### config.mk
export PLATFORM = sky130hd
export DESIGN_NAME = sdh_irq_regs
export DESIGN_NICKNAME = d
export VERILOG_FILES = /design/src/rtl/sdh_irq_regs.sv
export SDC_FILE = /design/constraint.sdc
export NUM_CORES = 1
export LEC_CHECK = 0
export ABC_AREA = 1
export BUFFER_PORTS_ARGS = -buffer_cell sky130_fd_sc_hd__buf_4
export CAP_MARGIN = 20
export CORE_MARGIN = 4
export CORE_UTILIZATION = 45
export DETAILED_ROUTE_END_ITERATION = 12
export PLACE_DENSITY = 0.73
export SLEW_MARGIN = 10
export SYNTH_ARGS = -nofsm -noshare
export SYNTH_HDL_FRONTEND = slang
export SYNTH_SLANG_ARGS = --single-unit
### constraint.sdc
create_clock -name clk -period 0.9 [get_ports clk]
set_input_delay 0 -clock clk [delete_from_list [all_inputs] [get_ports clk]]
set_output_delay 0 -clock clk [all_outputs]
set_load 0.03 [all_outputs]
### src/rtl/sdh_irq_regs.sv
module sdh_irq_regs #(
  parameter int          DW       = 32,
  parameter int          SW       = 16,
  parameter logic [15:0] MASK_RST = 16'hFFFF
) (
  input  logic          clk,
  input  logic          rst_n,
  input  logic          we,
  input  logic [1:0]    addr,
  input  logic [DW-1:0] wdata,
  output logic [DW-1:0] rdata,
  input  logic          ev_resp_done,
  input  logic          ev_data_done,
  input  logic          ev_card_out,
  input  logic          ev_card_in,
  input  logic [7:0]    err_in,
  input  logic          rbuf_ready,
  input  logic          wbuf_ready,
  input  logic          card_present,
  input  logic          dat0_level,
  input  logic          cmd_busy,
  output logic          irq
);
  localparam logic [SW-1:0] ST1_STICKY = SW'(16'h001D);
  localparam logic [SW-1:0] ST2_STICKY = SW'(16'h837F);

  logic [SW-1:0] st1_q, st2_q, msk1_q, msk2_q;
  logic [SW-1:0] st1_set, st2_set, st1_rd, st2_rd;
  logic          rbuf_q, wbuf_q;
  logic          wr_st1, wr_st2, unused_hi;

  assign unused_hi = ^wdata[DW-1:SW];
  assign wr_st1    = we && (addr == 2'd0);
  assign wr_st2    = we && (addr == 2'd1);

  assign st1_set = SW'({ev_card_in, ev_card_out, ev_data_done, 1'b0, ev_resp_done});
  assign st2_set = SW'({err_in[7], 5'b0, wbuf_ready & ~wbuf_q, rbuf_ready & ~rbuf_q,
                        1'b0, err_in[6:0]});

  always_ff @(posedge clk or negedge rst_n) begin
    if (!rst_n) begin
      st1_q  <= '0;
      st2_q  <= '0;
      msk1_q <= MASK_RST[SW-1:0];
      msk2_q <= MASK_RST[SW-1:0];
      rbuf_q <= 1'b0;
      wbuf_q <= 1'b0;
    end else begin
      rbuf_q <= rbuf_ready;
      wbuf_q <= wbuf_ready;
      st1_q  <= ((wr_st1 ? (st1_q & wdata[SW-1:0]) : st1_q) | st1_set) & ST1_STICKY;
      st2_q  <= ((wr_st2 ? (st2_q & wdata[SW-1:0]) : st2_q) | st2_set) & ST2_STICKY;
      if (we && addr == 2'd2) msk1_q <= wdata[SW-1:0];
      if (we && addr == 2'd3) msk2_q <= wdata[SW-1:0];
    end
  end

  assign st1_rd = st1_q | SW'({card_present, 5'b0});
  assign st2_rd = st2_q | SW'({cmd_busy, 6'b0, dat0_level, 7'b0});

  always_comb begin
    case (addr)
      2'd0:    rdata = DW'(st1_rd);
      2'd1:    rdata = DW'(st2_rd);
      2'd2:    rdata = DW'(msk1_q);
      default: rdata = DW'(msk2_q);
    endcase
  end

  assign irq = |(st1_q & ~msk1_q) | |(st2_q & ~msk2_q);
endmodule

==> results of run 1 <==
==> final timing paths <==
| path | startpoint | to |
|---|---|---|
| setup / recovery | msk2_q[6] | irq |
| hold reg to reg | msk2_q[10] | msk2_q[10] |
| setup reg to reg | msk2_q[5] | msk2_q[5] |
| max in group asynchronous | rst_n | msk2_q[7] |
| min in group asynchronous | rst_n | st2_q[2] |
| hold / removal | we | msk2_q[8] |
==> what timing repair did <==
item,4_1_cts,5_1_grt
pin swaps,12,10
hold buffers,31,0
setup endpoints to repair,17,17
resized for setup,27,22
setup buffers,0,6
endpoints found under the hold margin,96,0
==> state kept, by name (all words and copies together), names as in the netlist <==
register	count
wbuf_q	1
st1_q	4
msk2_q	16
st2_q	10
rbuf_q	1
msk1_q	16
==> metrics by stage <==
step / setup WS, ps / hold WS [ps] / area (um^2) / utilization (%)
final: -502 / 144 / 3720 / 67.6
after global routing: -572 / 151 / 3720 / 67.6
after CTS: -489 / 139 / 3630 / 66.0
after detailed placement: -195 / -10.6 / 3130 / 56.9
after global placement: -185 / -11.8 / 3130 / 56.9
after floorplan: -157 / -296 / 2620 / -
==> power by group through the flow <==
stage                     registers, mW  logic, mW  clock network, mW
after CTS                          2.74       1.68               1.38
after detailed placement           2.77       1.47                  0
after global placement             2.75       1.45                  0
final                              2.75       1.79               1.34
after floorplan                    2.74      0.964                  0
after global routing               2.78       1.94               1.49
==> kinds of logic after synthesis <==
kind of cell	count (synthesis)
DFF	48
and+or+nand+nor	118
other	1
buffers and inverters	69
AOI/OAI and AO/OA	57
==> routing by layer <==
layer  wire length [um]  global-route usage, %
met5                  0                      0
met4                 89                   5.05
met3                302                   3.57
met2               3270                   31.9
met1               2560                   23.2
==> worst max-delay path, cell delays in order, from the launching register on <==
cell and delay, ps:
dfstp_2 550, inv_2 40, nand2_2 60, nand3_2 100, nor2_4 130, nand3_2 80
buf_6 140
==> layout make-up <==
type / count / area [um^2]
repair buffers: 117 / 1060
well taps: 72 / 90.1
clock inverters: 1 / 7.51
multi-input cells: 191 / 1080
fillers: 444 / 1780
clock buffers: 7 / 86.3
flip-flops and latches: 48 / 1240
inverters: 44 / 165
==> cells in the final DEF (no fill, tap or decap), drive strengths merged <==
| master | instances |
|---|---|
| inv | 44 |
| buf | 86 |
| a22o | 4 |
| o211ai | 5 |
| dfrtp | 16 |
| dlygate4sd3 | 31 |
| clkinvlp | 1 |
| nand3 | 6 |
| nand4 | 5 |
| nor2 | 10 |
| conb | 16 |
| o21bai | 3 |
| clkbuf | 7 |
| nand2 | 97 |
| o21ai | 45 |
| dfstp | 32 |
==> results.toml, run 1 <==
[clock_network]
max-clock-path-buffers = 2
clkSinkCount = 48
cts_tree = "built"
htreeDepth = 2
worstSkewPairLatency_ps = 300
clk_pin_slew_worst_paths_ps = 90
cts_made_buffers = 5
cts-root-buf = "clkbuf_8"

[synth]
ys_ff_latch = 48
synthSimpleGateAreaFrac_pct = 19.5
synthArstFlopShare_pct = 100
synth_seq_area_share_pct = 48.6
synth-edff-count = 0
yosysTopAreaCellShare_pct = 32.9
yosys.area.top_type = "dfstp_2"
syn_inst = 293
synth_xor_area_share_pct = 0
synthTopCellsByArea = "dfstp_2, dfrtp_1, nand2_1, o21ai_2, inv_1"
ys_warn_count = 0
synth_top_family_by_area = "simple AND/OR/NAND/NOR gates"
synthTopCellsByCount = "nand2_1, inv_1, dfstp_2"
yosysMostFrequentCell = "nand2_1"
syn_area_mm2 = 0.00255
synthAdderAreaFrac_pct = 0
synth_ff_type = "dfstp_2"
postSynthAreaPerCell_um2 = 8.72
synth_mux_area_share_pct = 0
synth_cell_type_count = 21
synth-compound-area-share_pct = 16.9

[power_and_ir_drop]
p_seq_share_pct = 46.8
p_clk_share_pct = 22.8
power_switching_mw = 1.84
irDropWorstVdd_mv = 0.846
leakage_nw = 1.82
switching_share_pct = 31.2
power_density_mw_per_mm2 = 1580
power_mw = 5.88
p_int_mw = 4.04
p_comb_share_pct = 30.4

[routing]
num_vias = 2254
drtAntennaViolNets = 0
wl_per_cell_um = 13.0
drt-total-wl_mm = 6.22
route.detailed.drc = 0
drt-initial-drc-count = 121
first_pass_iters = 4
viasPerCell = 4.70

[floorplan]
core_mm2 = 0.00551
pin_count = 87
die_x_um = 83.4
die_h_um = 83.4
dieArea_mm2 = 0.00695
fp-row-count = 27
initial_utilization_pct = 46.4

[placement]
post-dp-hpwl_mm = 4.15
dp_cells = 437
place_congestion = 0.818
io_buffers = 54

[global_routing]
grt.total_usage_pct = 18.4
antenna_found_initial = 0
grt_pass1_wl_mm = 10.3
grt_start_max_net_pins = 49
grt-ovfl-total = 0
grt_pass1_vias = 2180

[setup_path]
cp-end-kind = "output pin"
worstPathRequired_ps = 900
crit_arrival_ps = 1400
critPathKind = "flop to output pin"
crit_path_start_kind = "flop"
ff2ff_setup_slack_ps = 0
r2r_cells = 4
cp_max_fo = 2

[final_layout]
stdcell_count = 480
fin_nets = 461
syn_to_final_growth_pct = 45.7
drive_gt1_share_pct = 47.8
diodes = 0

[timing]
fin_skew_ps = 0.456
final.setup.tns_ps = -5520
fin_crit_sh_pct = 156
min_period_ps = 1400
rsz0062_at_grt = "yes"
final-setup-viol-count = 18
fin_ws_ps = -502
slew_violations = 0
fmax_mhz = 713
hold_violations = 0

[flow_run]
maxCapViolCount = 0

[status]
status = "finished with violations"
violations = "setup timing"

[min_path]
hp-class = "primary input to flop"
hold_depth = 4
Power figures use the tool's default switching activity.
==> run 2, diff against run 1 <==
--- a/config.mk
+++ b/config.mk
@@ -10,8 +10,10 @@
 export CAP_MARGIN = 20
 export CORE_MARGIN = 4
 export CORE_UTILIZATION = 45
+export CTS_BUF_LIST = sky130_fd_sc_hd__clkbuf_2
 export DETAILED_ROUTE_END_ITERATION = 12
 export PLACE_DENSITY = 0.73
+export REMOVE_ABC_BUFFERS = 1
 export SLEW_MARGIN = 10
 export SYNTH_ARGS = -nofsm -noshare
 export SYNTH_HDL_FRONTEND = slang
==> constraint.sdc (replaced) <==
create_clock -name clk -period 0.9 [get_ports clk]
set_input_delay 0 -clock clk [delete_from_list [all_inputs] [get_ports clk]]
set_output_delay 0 -clock clk [all_outputs]
set_load 0.005 [all_outputs]
==> run 2 against run 1 <==
Compared with the run above:
- the flow finishes with violations (hold timing, setup timing)
- largest power group unchanged
- critical path depth stayed put
- combinational power down 17%
- critical endpoint unchanged
- die area did not move
- critical path type unchanged
- sequential power is essentially flat
- global-route usage up 0.51 points
- register-to-register slack got worse by 30 ps
- sequential cell count stayed put
- sequential share of layout area is 0.79 points higher
- non-clock buffer count up 3
- design area decreased by 2.3%
==> results.toml, run 2 (synthesis results as in run 1) <==
[min_path]
hp-class = "primary input to flop"
hold_depth = 5
holdPathEnd = "msk2_q[15]"
hp-start = "addr[1]"

[floorplan]
dieArea_mm2 = 0.00695
pin_count = 87
die_x_um = 83.4
die_h_um = 83.4
fp-row-count = 27
core_mm2 = 0.00551
initial_utilization_pct = 46.4

[setup_path]
r2r-start = "msk1_q[3]"
cp_max_fo = 2
r2r_cells = 4
setup.worst_path.start = "msk2_q[5]"
r2r-end = "msk1_q[3]"
crit_path_start_kind = "flop"
ff2ff_setup_slack_ps = -30
cp-end-kind = "output pin"
critPathKind = "flop to output pin"
worstPathRequired_ps = 900
crit_arrival_ps = 1560

[final_layout]
final_common_cell = "nand2_1"
fin_nets = 464
drive_gt1_share_pct = 45.5
stdcell_count = 484
fin_util_pct = 66.0
reg_top3 = "msk1_q: 16 flops, msk2_q: 16 flops, st2_q: 10 flops"
syn_to_final_growth_pct = 42.3
final_cell_mix = "nand2_1, buf_4, inv_1, dlygate4sd3_1, dfstp_2"

[routing]
wl_per_cell_um = 12.8
route.detailed.drc = 0
drt-total-wl_mm = 6.22
drt-initial-drc-count = 137
first_pass_iters = 4
viasPerCell = 4.60
num_vias = 2228
drtAntennaViolNets = 0

[flow_run]
maxCapViolCount = 0

[clock_network]
cts-root-buf = "clkbuf_2"
htreeDepth = 2
cts_hold_buf = 34
clk_pin_slew_worst_paths_ps = 230
worstSkewPairLatency_ps = 440
clkSinkCount = 48
cts_tree = "built"
cts_made_buffers = 5
max-clock-path-buffers = 2

[timing]
fin_crit_sh_pct = 173
fin_ws_ps = -656
whs_ps = -46.5
slew_violations = 0
min_period_ps = 1560
fmax_mhz = 643
hold_violations = 3
fin_skew_ps = 7.36
final-setup-viol-count = 19
rsz0062_at_grt = "yes"

[global_routing]
grt.total_usage_pct = 18.9
antenna_found_initial = 0
grt_start_max_net_pins = 33
grt_pass1_wl_mm = 10.6
grt_pass1_vias = 2267
grt-ovfl-total = 0

[power_and_ir_drop]
irDropWorstVdd_mv = 0.850
p_seq_share_pct = 53.5
switching_share_pct = 29.8
leakage_nw = 1.82
p_int_mw = 3.60
p_clk_share_pct = 17.3
power_mw = 5.12
p_comb_share_pct = 29.2
power_density_mw_per_mm2 = 1410
power_switching_mw = 1.53

[placement]
post-dp-hpwl_mm = 4.25
io_buffers = 54
dp_cells = 438
place_congestion = 0.857
place_ws_ps = -184

[status]
violations = "hold timing, setup timing"
status = "finished with violations"
-- run 2: changes by cell type in the layout (fill, tap and decap cells not counted), sizes merged --
cell,change
clkinvlp,-1
diode,+1
clkinv,+1
dlygate4sd3,+2
dlymetal6s4s,+1
-- run 2: cell type report --
class                           instances  area [um^2]
Clock inverter                          1         3.75
Sequential cell                        48         1240
Fill cell                             467         1870
Multi-Input combinational cell        191         1050
Tap cell                               72         90.1
Timing Repair Buffer                  120         1050
Antenna cell                            1         2.50
Inverter                               44          165
Clock buffer                            7         35.0
-- run 2: layer usage --
metal / up-vias / global-route usage, % / wire [um]
met4: 0 / 7.28 / 101
li1: 1121 / - / -
met5: - / 0 / 0
met1: 1026 / 22.7 / 2420
met3: 7 / 5.56 / 473
met2: 74 / 31.6 / 3220
-- run 2: per-stage QoR --
stage	cell area [um^2]	setup TNS (ps)
CTS	3570	-8710
floorplan	2400	0
global placement	3140	-216
global route	3630	-9060
detailed placement	3140	-376
finish	3640	-7490
-- run 2: worst max path at each step --
stage	end	depth (start not counted)
2_1_floorplan	irq	5
4_1_cts	irq	6
3_5_place_dp	irq	6
5_1_grt	irq	6
3_3_place_gp	irq	6
6_report	irq	6
-- run 2: worst max-delay path: stages (launching register included) --
cell and delay [ps]:
dfstp_2 590, inv_1 40, nand2_1 70, nand3_2 100, nor2_2 90, nand3_1 80
buf_4 140
-- run 2: power by group through the flow --
stage	Sequential (mW)	Clock, mW	Combinational, mW
finish	2.74	0.888	1.49
global route	2.78	0.995	1.66
CTS	2.73	0.911	1.42
detailed placement	2.75	0	1.24
global placement	2.74	0	1.21
floorplan	2.73	0	0.620
-- run 2: repair_timing --
action,4_1_cts,5_1_grt
setup buffers,1,4
gates resized for setup,18,19
pin swaps,22,9
setup endpoints to repair,17,29
gates cloned,0,0
hold endpoints to repair,96,3
